[src/rtl/cmdrf_pkg.sv]
package cmdrf_pkg;

    // response tracking states; transitions happen only on frame_go
    typedef enum logic [1:0] {
        RSP_IDLE      = 2'd0,
        RSP_PEND      = 2'd1,
        RSP_SHOW      = 2'd2,
        RSP_SHOW_PEND = 2'd3
    } rsp_state_e;

    localparam int DEF_SLOT_W = 20;
    localparam int DEF_IDX_W  = 7;
    localparam int DEF_DATA_W = 16;
    localparam int DEF_NREGS  = 64;

endpackage

[src/rtl/cmd_decode.sv]
module cmd_decode #(
    parameter int SLOT_W   = 20,
    parameter int IDX_W    = 7,
    parameter int DATA_W   = 16,
    parameter int NUM_REGS = 64,
    localparam int SEL_W   = $clog2(NUM_REGS)
) (
    input  logic              frame_go,
    input  logic              slot1_tag,
    input  logic              slot2_tag,
    input  logic [SLOT_W-1:0] slot1_word,
    input  logic [SLOT_W-1:0] slot2_word,
    output logic              wr_en,
    output logic [SEL_W-1:0]  wr_sel,
    output logic [DATA_W-1:0] wr_data,
    output logic              rd_req,
    output logic [IDX_W-1:0]  rd_idx
);
    localparam int OP_POS  = SLOT_W - 1;
    localparam int IDX_TOP = SLOT_W - 2;
    localparam int RSV1_W  = SLOT_W - 1 - IDX_W;
    localparam int RSV2_W  = SLOT_W - DATA_W;

    logic [IDX_W-1:0]  cmd_idx;
    logic [IDX_W-2:0]  half_idx;
    logic              is_read;
    logic              idx_even;
    logic              idx_in_range;
    logic              unused_rsv;

    assign cmd_idx  = slot1_word[IDX_TOP -: IDX_W];
    assign half_idx = cmd_idx[IDX_W-1:1];
    assign is_read  = slot1_word[OP_POS];
    assign idx_even = ~cmd_idx[0];

    // reserved fields take no part in decoding
    assign unused_rsv = &{slot1_word[RSV1_W-1:0], slot2_word[RSV2_W-1:0], half_idx};

    generate
        if (NUM_REGS >= (1 << (IDX_W - 1))) begin : g_full_map
            assign idx_in_range = 1'b1;
        end else begin : g_part_map
            assign idx_in_range = (int'(half_idx) < NUM_REGS);
        end
    endgenerate

    always_comb begin
        wr_en   = frame_go && slot1_tag && slot2_tag && !is_read
                  && idx_even && idx_in_range;
        wr_sel  = half_idx[SEL_W-1:0];
        wr_data = slot2_word[SLOT_W-1 -: DATA_W];
        rd_req  = frame_go && slot1_tag && is_read;
        rd_idx  = cmd_idx;
    end

endmodule

[src/rtl/reg_bank.sv]
module reg_bank #(
    parameter int NUM_REGS = 64,
    parameter int DATA_W   = 16,
    localparam int SEL_W   = $clog2(NUM_REGS)
) (
    input  logic                       clk,
    input  logic                       rst,
    input  logic                       wr_en,
    input  logic [SEL_W-1:0]           wr_sel,
    input  logic [DATA_W-1:0]          wr_data,
    input  logic                       rd_ok,
    input  logic [SEL_W-1:0]           rd_sel,
    output logic [DATA_W-1:0]          rd_data,
    output logic [NUM_REGS*DATA_W-1:0] regs_flat
);
    logic [DATA_W-1:0] cells [NUM_REGS];

    generate
        for (genvar k = 0; k < NUM_REGS; k++) begin : g_cell
            always_ff @(posedge clk) begin
                if (rst) begin
                    cells[k] <= '0;
                end else if (wr_en && (wr_sel == SEL_W'(k))) begin
                    cells[k] <= wr_data;
                end
            end
            assign regs_flat[k*DATA_W +: DATA_W] = cells[k];
        end
    endgenerate

    assign rd_data = rd_ok ? cells[rd_sel] : '0;

    AST_WRITE_LANDS: assert property (@(posedge clk) disable iff (rst)
        wr_en |=> (cells[$past(wr_sel)] == $past(wr_data)));

endmodule

[src/rtl/resp_fsm.sv]
module resp_fsm
    import cmdrf_pkg::*;
#(
    parameter int SLOT_W   = 20,
    parameter int IDX_W    = 7,
    parameter int DATA_W   = 16,
    parameter int NUM_REGS = 64,
    localparam int SEL_W   = $clog2(NUM_REGS)
) (
    input  logic              clk,
    input  logic              rst,
    input  logic              frame_go,
    input  logic              rd_req,
    input  logic [IDX_W-1:0]  rd_idx,
    input  logic [DATA_W-1:0] rd_data,
    output logic              rd_ok,
    output logic [SEL_W-1:0]  rd_sel,
    output logic [SLOT_W-1:0] stat_addr_word,
    output logic [SLOT_W-1:0] stat_data_word,
    output logic              stat_addr_tag,
    output logic              stat_data_tag
);
    localparam int ADDR_PAD = SLOT_W - 1 - IDX_W;
    localparam int DATA_PAD = SLOT_W - DATA_W;

    rsp_state_e       state_q, state_d;
    logic [IDX_W-1:0] pend_idx;
    logic [IDX_W-2:0] pend_half;
    logic             pend_in_range;
    logic             load_rsp;
    logic             clear_rsp;

    assign pend_half = pend_idx[IDX_W-1:1];
    assign rd_sel    = pend_half[SEL_W-1:0];

    generate
        if (NUM_REGS >= (1 << (IDX_W - 1))) begin : g_full_map
            assign pend_in_range = 1'b1;
        end else begin : g_part_map
            assign pend_in_range = (int'(pend_half) < NUM_REGS);
        end
    endgenerate

    assign rd_ok = ~pend_idx[0] && pend_in_range;

    // next state
    always_comb begin
        state_d   = state_q;
        load_rsp  = 1'b0;
        clear_rsp = 1'b0;
        if (frame_go) begin
            unique case (state_q)
                RSP_IDLE: begin
                    state_d = rd_req ? RSP_PEND : RSP_IDLE;
                end
                RSP_PEND: begin
                    load_rsp = 1'b1;
                    state_d  = rd_req ? RSP_SHOW_PEND : RSP_SHOW;
                end
                RSP_SHOW: begin
                    clear_rsp = 1'b1;
                    state_d   = rd_req ? RSP_PEND : RSP_IDLE;
                end
                RSP_SHOW_PEND: begin
                    load_rsp = 1'b1;
                    state_d  = rd_req ? RSP_SHOW_PEND : RSP_SHOW;
                end
                default: state_d = RSP_IDLE;
            endcase
        end
    end

    // state register
    always_ff @(posedge clk) begin
        if (rst) state_q <= RSP_IDLE;
        else     state_q <= state_d;
    end

    // outputs and pending index
    always_ff @(posedge clk) begin
        if (rst) begin
            pend_idx       <= '0;
            stat_addr_word <= '0;
            stat_data_word <= '0;
            stat_addr_tag  <= 1'b0;
            stat_data_tag  <= 1'b0;
        end else begin
            if (load_rsp) begin
                stat_addr_word <= {1'b0, pend_idx, {ADDR_PAD{1'b0}}};
                stat_data_word <= {rd_data, {DATA_PAD{1'b0}}};
                stat_addr_tag  <= 1'b1;
                stat_data_tag  <= 1'b1;
            end else if (clear_rsp) begin
                stat_addr_word <= '0;
                stat_data_word <= '0;
                stat_addr_tag  <= 1'b0;
                stat_data_tag  <= 1'b0;
            end
            if (frame_go && rd_req) begin
                pend_idx <= rd_idx;
            end
        end
    end

    AST_TAGS_PAIRED: assert property (@(posedge clk) disable iff (rst)
        stat_addr_tag == stat_data_tag);

    AST_READ_QUEUED: assert property (@(posedge clk) disable iff (rst)
        (frame_go && rd_req) |=> (state_q == RSP_PEND || state_q == RSP_SHOW_PEND));

    AST_ODD_READ_ZERO: assert property (@(posedge clk) disable iff (rst)
        (stat_data_tag && stat_addr_word[ADDR_PAD]) |-> (stat_data_word == '0));

    AST_STATUS_HOLDS: assert property (@(posedge clk) disable iff (rst)
        !frame_go |=> $stable({stat_addr_word, stat_data_word, stat_addr_tag, stat_data_tag}));

endmodule

[src/rtl/codec_cmd_regfile.sv]
module codec_cmd_regfile
    import cmdrf_pkg::*;
#(
    parameter int SLOT_W   = DEF_SLOT_W,
    parameter int IDX_W    = DEF_IDX_W,
    parameter int DATA_W   = DEF_DATA_W,
    parameter int NUM_REGS = DEF_NREGS
) (
    input  logic                       clk,
    input  logic                       rst,
    input  logic                       frame_go,
    input  logic                       slot1_tag,
    input  logic                       slot2_tag,
    input  logic [SLOT_W-1:0]          slot1_word,
    input  logic [SLOT_W-1:0]          slot2_word,
    output logic [NUM_REGS*DATA_W-1:0] ctrl_regs,
    output logic [SLOT_W-1:0]          stat_addr_word,
    output logic [SLOT_W-1:0]          stat_data_word,
    output logic                       stat_addr_tag,
    output logic                       stat_data_tag
);
    localparam int SEL_W  = $clog2(NUM_REGS);
    localparam int OP_POS = SLOT_W - 1;
    localparam int IDX_LO = SLOT_W - 1 - IDX_W;

    logic              wr_en;
    logic [SEL_W-1:0]  wr_sel;
    logic [DATA_W-1:0] wr_data;
    logic              rd_req;
    logic [IDX_W-1:0]  rd_idx;
    logic              rd_ok;
    logic [SEL_W-1:0]  rd_sel;
    logic [DATA_W-1:0] rd_data;

    cmd_decode #(
        .SLOT_W(SLOT_W), .IDX_W(IDX_W), .DATA_W(DATA_W), .NUM_REGS(NUM_REGS)
    ) u_decode (
        .frame_go  (frame_go),
        .slot1_tag (slot1_tag),
        .slot2_tag (slot2_tag),
        .slot1_word(slot1_word),
        .slot2_word(slot2_word),
        .wr_en     (wr_en),
        .wr_sel    (wr_sel),
        .wr_data   (wr_data),
        .rd_req    (rd_req),
        .rd_idx    (rd_idx)
    );

    reg_bank #(
        .NUM_REGS(NUM_REGS), .DATA_W(DATA_W)
    ) u_bank (
        .clk      (clk),
        .rst      (rst),
        .wr_en    (wr_en),
        .wr_sel   (wr_sel),
        .wr_data  (wr_data),
        .rd_ok    (rd_ok),
        .rd_sel   (rd_sel),
        .rd_data  (rd_data),
        .regs_flat(ctrl_regs)
    );

    resp_fsm #(
        .SLOT_W(SLOT_W), .IDX_W(IDX_W), .DATA_W(DATA_W), .NUM_REGS(NUM_REGS)
    ) u_resp (
        .clk           (clk),
        .rst           (rst),
        .frame_go      (frame_go),
        .rd_req        (rd_req),
        .rd_idx        (rd_idx),
        .rd_data       (rd_data),
        .rd_ok         (rd_ok),
        .rd_sel        (rd_sel),
        .stat_addr_word(stat_addr_word),
        .stat_data_word(stat_data_word),
        .stat_addr_tag (stat_addr_tag),
        .stat_data_tag (stat_data_tag)
    );

    AST_ODD_WRITE_IGNORED: assert property (@(posedge clk) disable iff (rst)
        (frame_go && slot1_tag && !slot1_word[OP_POS] && slot1_word[IDX_LO])
        |=> $stable(ctrl_regs));

    AST_MISSING_TAG: assert property (@(posedge clk) disable iff (rst)
        (frame_go && !(slot1_tag && slot2_tag)) |=> $stable(ctrl_regs));

    AST_IDLE_NO_WRITE: assert property (@(posedge clk) disable iff (rst)
        !frame_go |=> $stable(ctrl_regs));

endmodule

[config.mk]
export PLATFORM = sky130hd
export DESIGN_NAME = codec_cmd_regfile
export DESIGN_NICKNAME = d
export VERILOG_FILES = /design/src/rtl/cmdrf_pkg.sv /design/src/rtl/cmd_decode.sv /design/src/rtl/reg_bank.sv /design/src/rtl/resp_fsm.sv /design/src/rtl/codec_cmd_regfile.sv
export SDC_FILE = /design/constraint.sdc
export NUM_CORES = 2
export LEC_CHECK = 0
export ABC_CLOCK_PERIOD_IN_PS = 7200
export BUFFER_PORTS_ARGS = -buffer_cell sky130_fd_sc_hd__buf_2
export CAP_MARGIN = 25
export CORE_AREA = 4 4 429 431
export CTS_CLUSTER_DIAMETER = 60
export DETAILED_ROUTE_END_ITERATION = 12
export DIE_AREA = 0 0 433 435
export SYNTH_ARGS = -nofsm -noshare
export SYNTH_HDL_FRONTEND = slang
export SYNTH_SLANG_ARGS = --single-unit
[constraint.sdc]
create_clock -name clk -period 7.2 [get_ports clk]
set_input_delay 0.72 -clock clk [delete_from_list [all_inputs] [get_ports clk]]
set_output_delay 0.72 -clock clk [all_outputs]
set_load 0.05 [all_outputs]
# --- Word level (Yosys, flattened, before mapping) ---
# Memories as Yosys holds them, arrays and structs flattened. A register that Yosys moved wholly into a read port is not among the register bits.
# Index checks and enable logic that the tools add are counted.
totals:
  regBits: 33
  ramBits: 1024
  output_inout_bits: 1066
  n_memories: 1
op_classes:
  muxes: 274
  bitwise: 65
  n_eq_ne: 66
  n_reduce_logical: 76
mem_list:
  columns: ["memory", "depth", "word_bits", "rd", "rd_ports_with_merged_regs", "write_ports", "line", "rtl"]
  rows:
  - ["u_bank.cells", 64, 16, 65, 1, 64, "reg_bank.sv:16", "logic [DATA_W-1:0] cells [NUM_REGS];"]
ops:
  columns: ["op", "n"]
  rows:
  - ["$mux 16", 65]
  - ["$mux 1", 202]
  - ["$eq 6x6->1 const B", 32]
  - ["$eq 6x5->1 const B", 16]
  - ["$logic_and 1x1->1", 70]
  - ["$or 1x1->1", 64]
  - ["$eq 6x4->1 const B", 8]
  - ["$mux 20", 2]
  - ["$mux 19", 2]
  - ["$eq 6x3->1 const B", 4]
  - ["$eq 6x2->1 const B", 2]
  - ["$mux 6", 2]
  - ["$eq 6x1->1 const B", 1]
  - ["$logic_not 6->1", 1]
  - ["$eq 2x2->1 const B", 2]
  - ["$pmux 2 s2", 1]
  - ["$reduce_or 2->1", 2]
  - ["$eq 2x1->1 const B", 1]
  - ["$logic_not 2->1", 1]
  - ["$reduce_bool 2->1", 1]
  - ["$logic_not 1->1", 1]
  - ["$not 1->1", 1]

# --- Logic depth before layout (Yosys ltp) ---
depth:
  ltp_word: 9
  ltp_mapped: 9
  ltp_nobuf: 5

# --- By module ---
# A second synthesis with hierarchy kept.
hier_totals:
  cells_unflattened: 3242
  area_unflattened_um2: 48873.1
by_module_without_submodules:
  columns: ["mod", "cells_each", "n_inst", "area_each_um2"]
  rows:
  - ["reg_bank", 3041, 1, 47025.1]
  - ["resp_fsm", 169, 1, 1610.3]
  - ["cmd_decode", 32, 1, 237.7]

# --- Worst setup path before layout ---
# OpenSTA, ideal clock, no wires.
synth_path:
  kind: "in2reg"
  startpoint: "input frame_go"
  endpoint: "memory u_bank.cells[13][0], enable pin"
  arrival_time_ns: 2.845
  path_stages: 5
  t_required_ns: 6.808
  n_path_buf: 1
  path_slack_ns: 3.962
  cell_sequence: "buf_4 nand4b_4 nor3b_4 nand4b_4 o21bai_1"
synth_lines:
  columns: ["element", "line", "rtl"]
  rows:
  - ["from (decl)", "codec_cmd_regfile.sv:11", "input logic frame_go,"]
  - ["to (decl)", "reg_bank.sv:16", null]

==> metrics.cfg <==
[logic_synthesis]
async_reset_ff_frac=0
ys_ff_latch=1063
seq_area_frac_synth=0.649
synth-main-ff-cell=edfxtp_1
yosysUniqueCellTypes=46
syn-instance-count=3091
syn_area_um2=48500
synth_edf_count=1024
syn_area_per_cell_um2=15.7
ys_warn_count=0

[detailed_routing]
via_per_inst=5.17
num_vias=34400
wl_per_cell_um=37.2
wl_mm=248
ant_nets=0
dr.pass1.iters=6
drt_iter0_markers=4426
drc=0

[clock_network]
cts_tree=done
post_cts_buffers=0
max-clock-path-buffers=3
ctsHoldBuffers=0
root_buffer=clkbuf_16
h-tree-depth=4
numCtsBuffers=133
cts_resized=0
clkTransAtPathRegs_ns=0.05
clkSinkCount=1063
clk_latency_ns=0.81

[final_layout]
nets=4199
stdcell_area_um2=61500
fill_cells=17500
final_cells=6655
drive_above_1_share=0.432
layout_commonest_cell=buf_2
layout.cells.most_common_list=buf_2 (1076), and2_1 (1027), edfxtp_1 (1024)
syn_to_final_growth_pct=26.7

[global_routing]
grt_pass1_vias=33300
grt_max_degree=99
antenna_found_initial=39
grt_pass1_wl_mm=323
grtUsageTotal=0.256
grt_overflow=0

[timing]
worst_pin_slew_ns=1.18
finalHoldViolCount=0
drv_slew=0
rsz0062_at_grt=no
fmax_ghz=0.282
fin_crit_sh=0.493
skew_ns=0.0412
setup_tns_ns=0
finalSetupViolCount=0
timing.final.ws_setup_ns=3.65
fin_crit_ns=3.55
relSlewSlack=0.215

[place]
dp_hpwl_mm=180
place_area_um2=57100
dp_slack_ns=3.41
dp_cells=6382
gp_congestion=0.925
io_buffer_count=1077

[floorplan]
placementRows=156
core_um2=180000
num_io_pins=1111
die_w_um=433
start_util=0.269
die_area_um2=188000
dieHeight_um=435

[pwr]
p_seq_frac=0.449
p_clk_frac=0.397
power_density_nw_per_um2=266
combinationalPowerShare=0.154
peakVddDrop_mv=0.240
leakagePower_nw=22.8
power.total_w=0.0163
swShare=0.313
p_int_w=0.0112
power_switching_w=0.00511

[setup_path]
crit_type=flip-flop to flip-flop
path_max_fanout=69
critical_path_required_ns=7.83
path_buf_inv=1
cp_cell_sequence=buf_12 > mux4_2 > a22o_1 > a221oi_1 > o211ai_1
end_kind=flip-flop
worst_path_max_delay_cell=a221oi_1
arrival_ns=4.18
cp-start-kind=flip-flop
slowest_delay_ns=0.93
path_delay_family=compound AO/OA/AOI/OAI gates

[min_path]
min_from=slot1_word[12]
hp-class=input port to flip-flop

[flow_run]
cap_violations=0

[outcome]
status=completed

## worst paths after layout
check	end	cells after the start	slack (ns)
max	u_resp.stat_data_word[15]	5	3.65
min	u_resp.pend_idx[0]	3	0.28
min reg2reg	u_resp.stat_data_word[11]	2	0.45
max reg2reg	u_resp.stat_data_word[15]	5	3.65
## cell type report
class	instances	area (µm²)	area share
tap	2370	2970	0.0482
clock inverter	77	709	0.0115
antenna	28	70.1	0.00114
timing repair buffer	1224	6780	0.110
clock buffer	161	3480	0.0565
sequential	1063	31500	0.513
multi-input combinational	1732	16000	0.260
## Yosys cell counts, drive strengths merged (2+ instances only)
cell type	count	share of area
a21oi	3	0.00031
mux2i	27	0.0056
a221oi	7	0.0013
nor2b	9	0.0012
mux2	45	0.010
and2	1028	0.13
a221o	30	0.0062
nand2	40	0.0031
or2	4	0.00052
a22o	7	0.0013
dfxtp	39	0.016
o21bai	64	0.0099
o22a	7	0.0013
mux4	257	0.12
a32oi	8	0.0014
buf	134	0.014
edfxtp	1024	0.63
nand4	9	0.0015
nand3b	7	0.0019
o221a	8	0.0019
nor2	81	0.010
nand2b	6	0.00077
nor3	2	0.00031
o211ai	7	0.0011
clkbuf	178	0.014
nand4b	3	0.0012
nand3	8	0.0016
a22oi	41	0.0063
nor3b	2	0.00054
## routing by layer
metal	vias to the layer above	share of wire	global-route usage
met5	-	0.00036	0
met4	14	0.054	0.114
met3	449	0.091	0.0608
met2	2345	0.47	0.418
met1	18000	0.38	0.322
li1	13600	-	-
## metrics by stage
| stage | hold WS (ns) | util |
|---|---|---|
| floorplan | 0.463 | - |
| global placement | 0.443 | 0.316 |
| detailed placement | 0.439 | 0.317 |
| CTS | 0.200 | 0.340 |
| global route | 0.272 | 0.341 |
| finish | 0.285 | 0.341 |
## flip-flops by register name, indices dropped and copies added, names as in the netlist, named ones only
signal,flops
u_bank.cells,1024
u_resp.stat_data_word,16
u_resp.pend_idx,7
u_resp.stat_addr_word,7
u_resp.state_q,2
u_resp.stat_addr_tag,1
## power by group through the flow
stage	Combinational (W)	Sequential (W)	Clock, W
2_1_floorplan	0.000518	0.00844	0
3_3_place_gp	0.00253	0.00744	0
3_5_place_dp	0.00254	0.00745	0
4_1_cts	0.00255	0.00732	0.00656
5_1_grt	0.00258	0.00735	0.00683
6_report	0.00252	0.00733	0.00649
## tightest hold or removal path, cell delays in order
cell     delay [ns]
buf_2          0.14
mux2i_1        0.08
nor2_1         0.07
## cell families after synthesis
family / after synthesis / share of synthesized area
compound gates: 184 / 0.0312
buf+inv: 312 / 0.0282
flops: 1063 / 0.649
mux: 329 / 0.135
other cells: 1 / 0.0000772
simple gates: 1202 / 0.156
Note: power is estimated with default switching activity, not from simulation.
